==> src/rtl/async_rx_pkg.sv <==
// Package: shared types and format decoding for the serial receiver.
// Assumes characters are at most 9 bits wide.
package async_rx_pkg;

    localparam int CHAR_W = 9;

    typedef enum logic [2:0] {
        ST_IDLE,
        ST_START,
        ST_DATA,
        ST_PAR,
        ST_STOP1,
        ST_STOP2
    } rx_state_e;

    typedef struct packed {
        logic [CHAR_W-1:0] data;
        logic              par_bad;
        logic              frm_bad;
    } rx_char_t;

    // Number of data bits for a length select code.
    function automatic logic [3:0] char_len(input logic [1:0] sel);
        case (sel)
            2'b00:   char_len = 4'd7;
            2'b01:   char_len = 4'd8;
            default: char_len = 4'd9;
        endcase
    endfunction

endpackage

==> src/rtl/rx_sync.sv <==
// Module: multi-flop synchronizer for the asynchronous serial line.
// Assumes the line idles high, so every stage resets to 1.
module rx_sync #(
    parameter int STAGES = 2
) (
    input  logic clk,
    input  logic rst_n,
    input  logic d,
    output logic q
);
    logic [STAGES-1:0] chain;

    // Shift the raw line through the synchronizing stages.
    always_ff @(posedge clk) begin
        if (!rst_n) chain <= '1;
        else        chain <= {chain[STAGES-2:0], d};
    end

    assign q = chain[STAGES-1];
endmodule

==> src/rtl/rx_framer.sv <==
// Module: start detection, mid-bit sampling and character assembly.
// Assumes tick is a one-cycle pulse at OVS times the bit rate and that the
// format inputs stay static during a character. Emits a one-cycle done
// pulse carrying the assembled character and its error bits.
module rx_framer
    import async_rx_pkg::*;
#(
    parameter int OVS = 16
) (
    input  logic       clk,
    input  logic       rst_n,
    input  logic       en,
    input  logic       tick,
    input  logic       line,
    input  logic [1:0] len_sel,
    input  logic [1:0] par_sel,
    input  logic       two_stop,
    output logic       done,
    output rx_char_t   chr
);
    localparam int CW = $clog2(OVS);
    localparam logic [CW-1:0] MID_LAST  = CW'(OVS/2 - 1);
    localparam logic [CW-1:0] FULL_LAST = CW'(OVS - 1);

    rx_state_e         state;
    logic [CW-1:0]     cnt;
    logic [3:0]        idx;
    logic [CHAR_W-1:0] shreg;
    logic              acc;
    logic              fbad;
    logic              armed;

    logic       sample_pt;
    logic [3:0] last_idx;
    logic       par_on;
    logic       stop_bad;

    // Decide whether this tick is the sampling point of the current bit.
    always_comb begin
        sample_pt = tick && (cnt == ((state == ST_START) ? MID_LAST : FULL_LAST));
        last_idx  = char_len(len_sel) - 4'd1;
        par_on    = par_sel[0];
        stop_bad  = fbad | ~line;
    end

    // Frame state machine with its bit counters and shift register.
    always_ff @(posedge clk) begin
        if (!rst_n) begin
            state <= ST_IDLE;
            cnt   <= '0;
            idx   <= '0;
            shreg <= '0;
            acc   <= 1'b0;
            fbad  <= 1'b0;
            armed <= 1'b0;
            done  <= 1'b0;
            chr   <= '0;
        end else begin
            done <= 1'b0;
            if (!en) begin
                state <= ST_IDLE;
                armed <= 1'b0;
            end else if (state == ST_IDLE) begin
                if (line) begin
                    armed <= 1'b1;
                end else if (armed) begin
                    state <= ST_START;
                    cnt   <= '0;
                    armed <= 1'b0;
                end
            end else if (tick) begin
                if (!sample_pt) begin
                    cnt <= cnt + 1'b1;
                end else begin
                    cnt <= '0;
                    case (state)
                        ST_START: begin
                            if (line) begin
                                state <= ST_IDLE;
                            end else begin
                                state <= ST_DATA;
                                idx   <= '0;
                                shreg <= '0;
                                acc   <= 1'b0;
                                fbad  <= 1'b0;
                            end
                        end
                        ST_DATA: begin
                            shreg[idx] <= line;
                            acc        <= acc ^ line;
                            idx        <= idx + 4'd1;
                            if (idx == last_idx) state <= par_on ? ST_PAR : ST_STOP1;
                        end
                        ST_PAR: begin
                            acc   <= acc ^ line;
                            state <= ST_STOP1;
                        end
                        ST_STOP1: begin
                            if (two_stop) begin
                                fbad  <= stop_bad;
                                state <= ST_STOP2;
                            end else begin
                                state       <= ST_IDLE;
                                done        <= 1'b1;
                                chr.data    <= shreg;
                                chr.frm_bad <= stop_bad;
                                chr.par_bad <= par_on && (par_sel[1] ? ~acc : acc);
                            end
                        end
                        default: begin
                            state       <= ST_IDLE;
                            done        <= 1'b1;
                            chr.data    <= shreg;
                            chr.frm_bad <= stop_bad;
                            chr.par_bad <= par_on && (par_sel[1] ? ~acc : acc);
                        end
                    endcase
                end
            end
        end
    end
endmodule

==> src/rtl/rx_buffer.sv <==
// Module: receive buffer with overrun, framing and parity flags and the
// receive interrupt pulse. Assumes load is a one-cycle pulse per character.
// A read in the same cycle as a load counts as emptying the buffer first.
module rx_buffer
    import async_rx_pkg::*;
(
    input  logic              clk,
    input  logic              rst_n,
    input  logic              load,
    input  rx_char_t          chr,
    input  logic              rd,
    output logic [CHAR_W-1:0] data,
    output logic              full,
    output logic              ovr,
    output logic              frm,
    output logic              par,
    output logic              irq
);
    // Capture completed characters and maintain the status flags.
    always_ff @(posedge clk) begin
        if (!rst_n) begin
            data <= '0;
            full <= 1'b0;
            ovr  <= 1'b0;
            frm  <= 1'b0;
            par  <= 1'b0;
            irq  <= 1'b0;
        end else begin
            irq <= 1'b0;
            if (load) begin
                data <= chr.data;
                frm  <= chr.frm_bad;
                par  <= chr.par_bad;
                full <= 1'b1;
                if (full && !rd) begin
                    ovr <= 1'b1;
                end else begin
                    irq <= 1'b1;
                    if (rd) ovr <= 1'b0;
                end
            end else if (rd) begin
                full <= 1'b0;
                ovr  <= 1'b0;
            end
        end
    end
endmodule

==> src/rtl/async_rx.sv <==
// Module: top of the asynchronous serial receiver.
// Assumes tick16 is a one-cycle pulse at 16x the bit rate and that line_in
// is asynchronous to clk. Connects synchronizer, framer and buffer.
module async_rx
    import async_rx_pkg::*;
#(
    parameter int OVS         = 16,
    parameter int SYNC_STAGES = 2
) (
    input  logic              clk,
    input  logic              rst_n,
    input  logic              rx_en,
    input  logic              tick16,
    input  logic              line_in,
    input  logic [1:0]        len_sel,
    input  logic [1:0]        par_sel,
    input  logic              two_stop,
    input  logic              rd_strobe,
    output logic [CHAR_W-1:0] rx_data,
    output logic              buf_full,
    output logic              ovr_err,
    output logic              frm_err,
    output logic              par_err,
    output logic              err_sum,
    output logic              rx_irq
);
    logic     line_s;
    logic     char_done;
    rx_char_t char_q;

    rx_sync #(.STAGES(SYNC_STAGES)) u_sync (
        .clk   (clk),
        .rst_n (rst_n),
        .d     (line_in),
        .q     (line_s)
    );

    rx_framer #(.OVS(OVS)) u_framer (
        .clk      (clk),
        .rst_n    (rst_n),
        .en       (rx_en),
        .tick     (tick16),
        .line     (line_s),
        .len_sel  (len_sel),
        .par_sel  (par_sel),
        .two_stop (two_stop),
        .done     (char_done),
        .chr      (char_q)
    );

    rx_buffer u_buf (
        .clk   (clk),
        .rst_n (rst_n),
        .load  (char_done),
        .chr   (char_q),
        .rd    (rd_strobe),
        .data  (rx_data),
        .full  (buf_full),
        .ovr   (ovr_err),
        .frm   (frm_err),
        .par   (par_err),
        .irq   (rx_irq)
    );

    // Combined error indication.
    assign err_sum = ovr_err | frm_err | par_err;
endmodule

==> config.mk <==
export PLATFORM = sky130hd
export DESIGN_NAME = async_rx
export DESIGN_NICKNAME = d
export VERILOG_FILES = /design/src/rtl/async_rx_pkg.sv /design/src/rtl/rx_sync.sv /design/src/rtl/rx_framer.sv /design/src/rtl/rx_buffer.sv /design/src/rtl/async_rx.sv
export SDC_FILE = /design/constraint.sdc
export NUM_CORES = 1
export LEC_CHECK = 0
export ABC_AREA = 1
export BUFFER_PORTS_ARGS = -buffer_cell sky130_fd_sc_hd__buf_4
export CAP_MARGIN = 30
export CELL_PAD_IN_SITES_DETAIL_PLACEMENT = 0
export CELL_PAD_IN_SITES_GLOBAL_PLACEMENT = 1
export CORE_MARGIN = 5
export CORE_UTILIZATION = 46
export DETAILED_ROUTE_END_ITERATION = 12
export PLACE_DENSITY = 0.85
export SLEW_MARGIN = 10
export SYNTH_ARGS = -nofsm -noshare
export SYNTH_HDL_FRONTEND = slang
export SYNTH_SLANG_ARGS = --single-unit
export TNS_END_PERCENT = 1
==> constraint.sdc <==
create_clock -name clk -period 2.81 [get_ports clk]
set_input_delay 0.562 -clock clk [delete_from_list [all_inputs] [get_ports clk]]
set_output_delay 0.562 -clock clk [all_outputs]
set_load 0.02 [all_outputs]
==> run summary <==
Ys Warns: 0
Die Wd: 84.33 um
FP Rows: 27
Routed vias/inst: 4.984
RSZ-0062 raised after global routing: false
Crit-path leading delay family: simple AND/OR/NAND/NOR gates
Switching power: 0.0003973 W
Fmax: 517.5 MHz
Post-synth EDFFs: 0
Slew Viols, Final: 0
Crit Path Class: reg -> reg
Worst-path fanout max: 12
CP peak stage delay: 450 ps
Fin. Hold Viols: 0
CORE AREA: 5439 um2
Vias: 2,178
Setup Viol. Count Final: 0
Setup Fix Bufs, Post-CTS: 0
Min Hold Slack: 418.7 ps
WP data arrival: 2130 ps
Crit-path cells: ha_1 -> nand2_1 -> nor2_1 -> nand3_4 -> nor2_2 -> inv_2 -> nor2_1 -> nor2_1
I/O pins: 26
Diode count: 0
Initial antenna violation count: 0
First-pass GRT wire length: 9321 um
Die area: 7111 um2
Pin count of the biggest net entering global routing: 26
Routed len/inst: 11.79 um
Total Wirelength: 5151 um
CTS buffer count: 5
Sequential fraction of the synthesis area: 0.4018
Sum Neg Setup Slack: 0 ps
Slew headroom: 0.6639
Clock latency reported for the late side of the worst-skew pair: 300 ps
Crit-path slowest cell: nor2_2
Tmin final: 1932 ps
Critical path startpoint category: register
Pre-Repair DR Iteration Count: 4
Sw frac: 0.2715
Root Buffer: clkbuf_8
Final period utilization: 0.6877
Vias in the first global route: 2,099
DRT antenna net count: 0
Share of layout cells above drive strength 1: 0.1890
Setup crit end kind: register
Worst hold path type: reg -> reg
Post-synthesis net count: 361
Clock power frac: 0.358
Number of synthesized register bits: 51
Required @ worst endpoint: 3010 ps
Worst clock skew: 8.998 ps
# fillers: 536
Power per Cell Area: 510.6 nW/um2
Port Buffers: 25
Gp weighted congestion: 0.8386
Worst vdd ir: 0.3386 mV
Setup slack after layout: 877.6 ps
CTS hold repair buffers: 0
Clock transition at path regs: 90 ps
Clock tree buffer depth: 2
Synthesized area per cell: 7.387 um2
P_int: 0.001066 W
Residual DRC: 0
Dpl hpwl: 3758 um
Synth unique cells: 32
Pleak: 1.259 nW
Buf+Inv Stages, Crit Path: 1
Initial DRC count: 87
Clock sink count: 51
Cell count after synthesis: 344
Ys flop type: dfxtp_1
TritonCTS clock tree: done
Initial Utilization: 0.4672
Area growth syn-to-layout: 12.80%
Die Height: 84.33 um
Max cap viols: 0
GR Util All Layers: 0.1544
CP dominant cell by count: nor2_1
Resized cells post-CTS: 0
GR Overflow Total: 0
Max H-tree Level: 2
Flop pwr share: 0.509
Logic pwr share: 0.133
Worst Tran Pin Value: 491.5 ps
Post-placement setup slack: 747.6 ps
Final net count: 381
Status: finished clean
Async SR Flop Fraction: 0
Post-synth design cell area: 2541 um2
-- registers in the layout (all words and copies together), names as in the netlist, 2 cells and up --
name / cells
u_framer.chr: 11
u_buf.data: 9
u_framer.cnt: 4
u_framer.shreg: 9
u_framer.state: 3
u_framer.idx: 4
u_sync.chain: 2
-- cell families (layout without fill, tap and decap cells) --
| group | Yosys count | count (layout) | synth area share |
|---|---|---|---|
| AND/OR/NAND/NOR | 181 | 181 | 0.3373 |
| AO/OA/AOI/OAI | 59 | 59 | 0.1334 |
| flip-flops | 51 | 51 | 0.4018 |
| buffers and inverters | 42 | 63 | 0.08075 |
| adder cells (fa/ha/maj) | 6 | 6 | 0.02954 |
| XOR/XNOR | 5 | 5 | 0.01724 |
-- Yosys cell counts (2+ instances only) --
master    count  area (um2)
clkbuf_1      7       26.28
o21ai_1      10       50.05
xnor2_1       2       17.52
nor2_1       61       229.0
ha_1          6       75.07
or2_2         4       25.02
nand3_2       9       90.09
xor2_1        3       26.28
o21ai_0      23       115.1
dfxtp_1      51        1021
a21oi_1      14       70.07
inv_2         4       15.01
nand3_1      15       75.07
nand2_1      69       259.0
buf_6         2       22.52
nand3_4       2       35.03
nor3_1        5       25.02
inv_1        25       93.84
nor4_1        8       50.05
a21oi_2      10       87.58
nor2_2        3       18.77
-- final cells by class --
type / instances / area (um2) / area share
Clock buffer: 5 / 68.82 / 0.02401
Clock inverter: 3 / 47.55 / 0.01659
Inverter: 29 / 108.9 / 0.03797
Multi-Input combinational cell: 251 / 1315 / 0.4588
Sequential cell: 51 / 1021 / 0.3562
Tap cell: 72 / 90.09 / 0.03143
Timing Repair Buffer: 26 / 215.2 / 0.07508
-- power groups by stage --
stage	clock network (W)	logic, W	registers [W]
2_1_floorplan	0	0.000148	0.000759
3_3_place_gp	0	0.000189	0.000761
3_5_place_dp	0	0.000190	0.000761
4_1_cts	0.000546	0.000191	0.000745
5_1_grt	0.000564	0.000223	0.000747
6_report	0.000524	0.000194	0.000745
-- routing by layer --
| metal | part of all wire | GRT usage |
|---|---|---|
| met5 | 0 | 0 |
| met4 | 0.012 | 0.04240 |
| met3 | 0.033 | 0.03631 |
| met2 | 0.47 | 0.2568 |
| met1 | 0.49 | 0.2004 |
-- cell usage in the layout (no fill, tap or decap), drive strengths merged --
cell,n
a2111oi,1
a211oi,1
a21oi,24
buf,26
bufinv,1
clkbuf,5
clkinv,1
dfxtp,51
ha,6
inv,30
nand2,71
nand3,26
nand4,1
nor2,65
nor3,5
nor4,8
o21ai,33
or2,4
or3,1
xnor2,2
xor2,3
-- path summary, 6_finish.rpt --
path	startpoint	cells past startpoint	slack, ps	to
max reg2reg	u_framer.cnt[0]$_SDFFE_PN0P_	8	880	u_framer.chr[9]$_SDFFE_PN0P_
min reg2reg	u_sync.chain[0]$_SDFF_PN1_	1	420	u_sync.chain[1]$_SDFF_PN1_
max	u_framer.cnt[0]$_SDFFE_PN0P_	8	880	u_framer.chr[9]$_SDFFE_PN0P_
min	u_sync.chain[0]$_SDFF_PN1_	1	420	u_sync.chain[1]$_SDFF_PN1_
-- through the flow --
stage,total power (W),std cells,cell area (um2),util
4_1_cts,0.001481,436,2839,0.5220
3_3_place_gp,0.0009508,428,2723,0.5006
6_report,0.001464,437,2867,0.5270
5_1_grt,0.001534,437,2867,0.5270
2_1_floorplan,0.0009072,344,2541,-
3_5_place_dp,0.0009517,428,2723,0.5006
Note: power is estimated with default switching activity, not from simulation.
